**src/rtl/psw_pkg.sv**
```systemverilog
package psw_pkg;
    localparam int STAT_W = 8;
    localparam int OP_W   = 3;
    localparam int C_BIT  = 0;
    localparam int X_BIT  = 4;
    localparam int M_BIT  = 5;
    localparam logic [STAT_W-1:0] WIDTH_PIN = STAT_W'(1) << X_BIT | STAT_W'(1) << M_BIT;

    typedef enum logic [OP_W-1:0] {
        OP_NONE = 3'd0,
        OP_XCHG = 3'd1,
        OP_SETM = 3'd2,
        OP_CLRM = 3'd3,
        OP_LOAD = 3'd4,
        OP_FLAG = 3'd5
    } psw_op_e;

    typedef struct packed {
        logic [STAT_W-1:0] stat;
        logic              emu;
        logic              idx_clr;
        logic              stk_set;
        logic              wchg;
    } psw_state_t;
endpackage

```
**src/rtl/psw_alu.sv**
```systemverilog
module psw_alu
    import psw_pkg::*;
(
    input  logic [OP_W-1:0]   op,
    input  logic [STAT_W-1:0] stat_in,
    input  logic              emu_in,
    input  logic [STAT_W-1:0] imm,
    input  logic [STAT_W-1:0] val,
    output logic [STAT_W-1:0] stat_raw,
    output logic              emu_raw,
    output logic              active
);
    always_comb begin
        stat_raw = stat_in;
        emu_raw  = emu_in;
        active   = 1'b1;
        case (op)
            OP_XCHG: begin
                stat_raw[C_BIT] = emu_in;
                emu_raw         = stat_in[C_BIT];
            end
            OP_SETM: stat_raw = stat_in | imm;
            OP_CLRM: stat_raw = stat_in & ~imm;
            OP_LOAD: stat_raw = imm;
            OP_FLAG: stat_raw = (stat_in & ~imm) | val;
            default: active   = 1'b0;
        endcase
    end
endmodule

```
**src/rtl/psw_fx.sv**
```systemverilog
module psw_fx
    import psw_pkg::*;
(
    input  logic              active,
    input  logic              is_xchg,
    input  logic [STAT_W-1:0] stat_old,
    input  logic              emu_old,
    input  logic [STAT_W-1:0] stat_raw,
    input  logic              emu_raw,
    output logic [STAT_W-1:0] stat_fin,
    output logic              idx_clr,
    output logic              stk_set,
    output logic              wchg
);
    always_comb begin
        stat_fin = emu_raw ? (stat_raw | WIDTH_PIN) : stat_raw;
        idx_clr  = active && stat_fin[X_BIT];
        stk_set  = active && is_xchg && emu_raw;
        wchg     = active && ({stat_fin[M_BIT], stat_fin[X_BIT], emu_raw} !=
                              {stat_old[M_BIT], stat_old[X_BIT], emu_old});
    end
endmodule

```
**src/rtl/psw_unit.sv**
```systemverilog
module psw_unit
    import psw_pkg::*;
#(
    parameter logic [7:0] RESET_STATUS = 8'h34,
    parameter logic       RESET_EMU    = 1'b1
) (
    input  logic       clk,
    input  logic       rst_n,
    input  logic       cmd_valid,
    input  logic [2:0] cmd_op,
    input  logic [7:0] cmd_byte,
    input  logic [7:0] cmd_value,
    output logic [7:0] status,
    output logic       emu,
    output logic       idx_hi_clr,
    output logic       stack_page_set,
    output logic       width_chg
);
    psw_state_t        st_d, st_q;
    logic [OP_W-1:0]   op_eff;
    logic [STAT_W-1:0] stat_raw, stat_fin;
    logic              emu_raw, active, fx_idx, fx_stk, fx_wchg;

    assign op_eff = cmd_valid ? cmd_op : OP_W'(OP_NONE);

    psw_alu u_alu (
        .op(op_eff), .stat_in(st_q.stat), .emu_in(st_q.emu),
        .imm(cmd_byte), .val(cmd_value),
        .stat_raw(stat_raw), .emu_raw(emu_raw), .active(active)
    );

    psw_fx u_fx (
        .active(active), .is_xchg(op_eff == OP_W'(OP_XCHG)),
        .stat_old(st_q.stat), .emu_old(st_q.emu),
        .stat_raw(stat_raw), .emu_raw(emu_raw),
        .stat_fin(stat_fin), .idx_clr(fx_idx), .stk_set(fx_stk), .wchg(fx_wchg)
    );

    always_comb begin
        st_d         = st_q;
        st_d.idx_clr = 1'b0;
        st_d.stk_set = 1'b0;
        st_d.wchg    = 1'b0;
        if (active) begin
            st_d.stat    = stat_fin;
            st_d.emu     = emu_raw;
            st_d.idx_clr = fx_idx;
            st_d.stk_set = fx_stk;
            st_d.wchg    = fx_wchg;
        end
    end

    always_ff @(posedge clk) begin
        if (!rst_n) begin
            st_q.stat    <= RESET_STATUS | (RESET_EMU ? WIDTH_PIN : '0);
            st_q.emu     <= RESET_EMU;
            st_q.idx_clr <= 1'b0;
            st_q.stk_set <= 1'b0;
            st_q.wchg    <= 1'b0;
        end else begin
            st_q <= st_d;
        end
    end

    assign status         = st_q.stat;
    assign emu            = st_q.emu;
    assign idx_hi_clr     = st_q.idx_clr;
    assign stack_page_set = st_q.stk_set;
    assign width_chg      = st_q.wchg;

    assert_emu_pins_width_R3: assert property (@(posedge clk) disable iff (!rst_n)
        emu |-> (status[M_BIT] && status[X_BIT]));

    assert_xchg_swaps_R2: assert property (@(posedge clk) disable iff (!rst_n)
        (cmd_valid && cmd_op == 3'd1) |=>
            (emu == $past(status[C_BIT]) && status[C_BIT] == $past(emu)));

    assert_idx_clr_needs_x_R7: assert property (@(posedge clk) disable iff (!rst_n)
        idx_hi_clr |-> status[X_BIT]);

    assert_stack_page_in_emu_R3: assert property (@(posedge clk) disable iff (!rst_n)
        stack_page_set |-> emu);

    assert_idle_holds_R9: assert property (@(posedge clk) disable iff (!rst_n)
        (!cmd_valid || cmd_op == 3'd0 || cmd_op > 3'd5) |=>
            ($stable(status) && $stable(emu) && !idx_hi_clr && !width_chg && !stack_page_set));

    assert_width_chg_real_R8: assert property (@(posedge clk) disable iff (!rst_n)
        (cmd_valid && cmd_op != 3'd0 && cmd_op <= 3'd5) |=>
            (width_chg == ({status[M_BIT], status[X_BIT], emu} !=
                           $past({status[M_BIT], status[X_BIT], emu}))));
endmodule

```
**config.mk**
```make
export PLATFORM = sky130hd
export DESIGN_NAME = psw_unit
export DESIGN_NICKNAME = d
export VERILOG_FILES = /design/src/rtl/psw_pkg.sv /design/src/rtl/psw_alu.sv /design/src/rtl/psw_fx.sv /design/src/rtl/psw_unit.sv
export SDC_FILE = /design/constraint.sdc
export NUM_CORES = 1
export LEC_CHECK = 0
export BUFFER_PORTS_ARGS = -buffer_cell sky130_fd_sc_hd__buf_2
export CELL_PAD_IN_SITES_DETAIL_PLACEMENT = 1
export CELL_PAD_IN_SITES_GLOBAL_PLACEMENT = 2
export CORE_MARGIN = 10
export CORE_UTILIZATION = 30
export CTS_CLUSTER_DIAMETER = 30
export DETAILED_ROUTE_END_ITERATION = 8
export GPL_TIMING_DRIVEN = 0
export PLACE_DENSITY = 0.93
export SETUP_SLACK_MARGIN = 0.5
export SYNTH_ARGS = -nofsm -noshare
export SYNTH_HDL_FRONTEND = slang
export SYNTH_HIERARCHICAL = 1
export SYNTH_SLANG_ARGS = --single-unit
export TNS_END_PERCENT = 5
```
**constraint.sdc**
```tcl
create_clock -name clk -period 5.94 [get_ports clk]
set_clock_uncertainty 0.2 [all_clocks]
set_input_delay 1.188 -clock clk [delete_from_list [all_inputs] [get_ports clk]]
set_output_delay 1.188 -clock clk [all_outputs]
set_load 0.01 [all_outputs]
```
==> metrics.md <==
| Metric | Value |
|---|---|
| Clock power frac | 0.335 |
| Post-synth top flop | dfxtp_1 |
| Crit path depth | 11 |
| Post-CTS setup buffers | 0 |
| Residual DRC | 0 |
| Critical path class | input pin to flop |
| Routed length per placed instance | 16.2 µm |
| Tcrit/Tclk final | 0.509 |
| Flops & latches, synth | 12 |
| Layout Cells excl Fill | 229 |
| First drt pass iteration count | 4 |
| Simple-gate share of the synthesized area | 0.283 |
| TritonCTS clock tree | yes |
| Hold/Removal Path Class | flop to flop |
| Netlist Area Pre-Place | 0.00110 mm² |
| Worst hold stages | 2 |
| Site Rows | 21 |
| Grt total ovfl | 0 |
| Place WS | 2690 ps |
| Adder-cell share of the synthesized area | 0 |
| Filler cell count | 455 |
| Synth Instances | 146 |
| Multi-input logic area | 722 µm² |
| Req. time, crit path | 5880 ps |
| Die Width | 80.4 µm |
| FMAX | 0.330 GHz |
| Post-synthesis mux area share | 0.147 |
| Num CTS Buffers | 3 |
| Sequential power share | 0.336 |
| Register Area | 240 µm² |
| Core Region | 0.00344 mm² |
| Die ar. | 0.00647 mm² |
| Fin util | 0.399 |
| Initial antenna violation count | 0 |
| Hpwl dp | 2810 µm |
| VDD IR-drop max | 0.0553 mV |
| Setup crit end kind | flop |
| Area grow syn2layout | 25.3% |
| N_diodes | 0 |
| Clock-pin slew on the worst setup and hold paths | 60 ps |
| Via-per-instance ratio | 5.03 |
| Largest net degree at the start of global routing | 11 |
| DP Area | 0.00132 mm² |
| Largest stage delay, worst path | 300 ps |
| Number of buffers and inverters on the critical path | 3 |
| Post-Synth XOR/XNOR Area | 0.0160 |
| First-pass GRT wire length | 6150 µm |
| Die height | 80.4 µm |
| CP Launch Type | input pin |
| Net switching power of the design | 0.0818 mW |
| Max_slew headroom | 0.570 |
| Largest delay share family, worst path | simple AND/OR/NAND/NOR gates |
| Ordered list of cells on the worst path | buf_2, and2_1, clkbuf_2, buf_2, nand2_1, o21ai_0, a22oi_1, o21ai_0, or2_4, and2_4, and3_2 |
| Final Net Count | 206 |
| Avg Inst Size Synth | 7.51 µm² |
| Largest family of logic cells by synthesized area | simple AND/OR/NAND/NOR gates |
| Compound-gate portion of the synthesized area | 0.212 |
| Clock root buffer | clkbuf_8 |
| Setup violation total in the final timing report | 0 |
| Vias in the first global route | 1268 |
| CTS Hold Buffers Added | 0 |
| Length in cells of the worst reg-to-reg path | 7 |
| Iter 0 DRT Violations | 54 |
| Tot GR Track Use | 0.115 |
| Post-synth EDFFs | 0 |
| Combinational share of power | 0.329 |
| Routed wire length | 3700 µm |
| CP max FO | 10 |
| Post-route worst setup slack | 2910 ps |
| Sw Share | 0.302 |
| Design Power | 0.271 mW |
| Yosys warnings | 6 |
| Fin Hold WS | 381 ps |
| Share of layout cells above drive strength 1 | 0.372 |
| # Max-Cap Violations | 0 |
| Post_cts resized | 0 |
| Final Critical Period | 3030 ps |
| Post-synthesis sequential area ratio | 0.219 |
| Pint | 0.189 mW |
| Pleak | 0.645 nW |
| Placed Cells | 225 |
| Slew @ Worst Pin | 645 ps |
| Unrepaired setup endpoints after global routing | no |
| Synth Net Count | 168 |
| Clk sink count | 12 |
| IO buf count | 33 |
| Run status | completed |
| Initial Util | 0.318 |
| Setup tns final | 0 ps |
| PD cells | 197 mW/mm² |
| IO Count | 34 |
| Fin area | 0.00137 mm² |
| Clock Tree Buf Depth | 2 |
| Post-route ant nets | 0 |
| Crit path arrival time | 2960 ps |
| Slowest cell on crit path | or2_4 |
| DR vias | 1153 |
| Yosys cell types | 34 |
| Final Max Tran Viols | 0 |
| H-tree Lvls | 1 |
| Clock Latency Late Sink | 240 ps |
| Final hold viol count | 0 |
| Gpl congestion | 0.746 |
| FFs w/ async S/R, synth | 0 |
## cells in the final DEF, fill, tap and decap left out, types with 2 or more instances in the layout
cell type   n
nor3_1      2
nor2b_1     5
clkbuf_1    2
nor3b_1     2
and3_2      3
and2_1      3
a22oi_1     6
nor2_1     10
buf_2      37
a21oi_1     4
a31o_2      7
clkbuf_8    4
inv_1       2
buf_6       3
nand2_1    22
o21ai_0    14
mux2i_1    15
dfxtp_1    12
nand2b_1    7
buf_4       8
## worst reg2reg max path: stages, from the launching register on
cell and delay, ps:
dfxtp_1 380, nand2_1 110, o21ai_0 80, a22oi_1 180, o21ai_0 180, or2_4 300
and2_4 150, and3_2 190
## synth_stat cells (2+ instances only)
| library cell | count | area share |
|---|---|---|
| clkbuf_1 | 2 | 0.0069 |
| nand2b_1 | 7 | 0.040 |
| dfxtp_1 | 12 | 0.22 |
| inv_1 | 2 | 0.0069 |
| a22oi_1 | 6 | 0.041 |
| and2_1 | 3 | 0.017 |
| nor2b_1 | 5 | 0.029 |
| nor2_1 | 10 | 0.034 |
| nor3_1 | 2 | 0.0091 |
| a31o_2 | 7 | 0.056 |
| buf_6 | 3 | 0.031 |
| o21ai_0 | 14 | 0.064 |
| buf_4 | 8 | 0.055 |
| a21oi_1 | 4 | 0.018 |
| nand2_1 | 22 | 0.075 |
| buf_2 | 4 | 0.018 |
| and3_2 | 3 | 0.021 |
| mux2i_1 | 15 | 0.14 |
| nor3b_1 | 2 | 0.014 |
## worst paths after layout
path / slack, ps / startpoint / endpoint
max: 2910 / cmd_op[2] / idx_hi_clr
max reg2reg: 4070 / status[4] / idx_hi_clr
min reg2reg: 380 / status[2] / status[2]
min: 380 / status[2] / status[2]
## routing by layer
| layer | share of wire | track usage |
|---|---|---|
| met1 | 0.45 | 0.127 |
| met3 | 0.040 | 0.0223 |
| met2 | 0.50 | 0.213 |
| met5 | 0 | 0 |
| met4 | 0.0084 | 0.0370 |
## final cells by class
type	instances	area share
Sequential cell	12	0.175
Timing Repair Buffer	33	0.120
Clock buffer	4	0.0401
Buffer	18	0.0920
Tap cell	46	0.0419
Multi-Input combinational cell	114	0.525
Inverter	2	0.00546
## state kept, by name, summed over array words and instances, names as in the netlist
| name | cells |
|---|---|
| status | 8 |
| stack_page_set | 1 |
| idx_hi_clr | 1 |
| width_chg | 1 |
| emu | 1 |
## power groups by stage
stage                     logic [mW]  clock network (mW)  registers, mW
after floorplan               0.0601                   0         0.0940
after global placement        0.0847                   0         0.0922
after detailed placement      0.0890                   0         0.0926
after CTS                     0.0897              0.0922         0.0909
after global routing          0.0988              0.0963         0.0919
final                         0.0890              0.0908         0.0909
## cells by family after synthesis
group / Yosys count
and+or+nand+nor: 61
buffers and inverters: 20
AOI/OAI and AO/OA: 35
xor gates and xnor gates: 2
muxes: 16
DFF: 12
No activity file was read; power rests on OpenSTA's default activity.
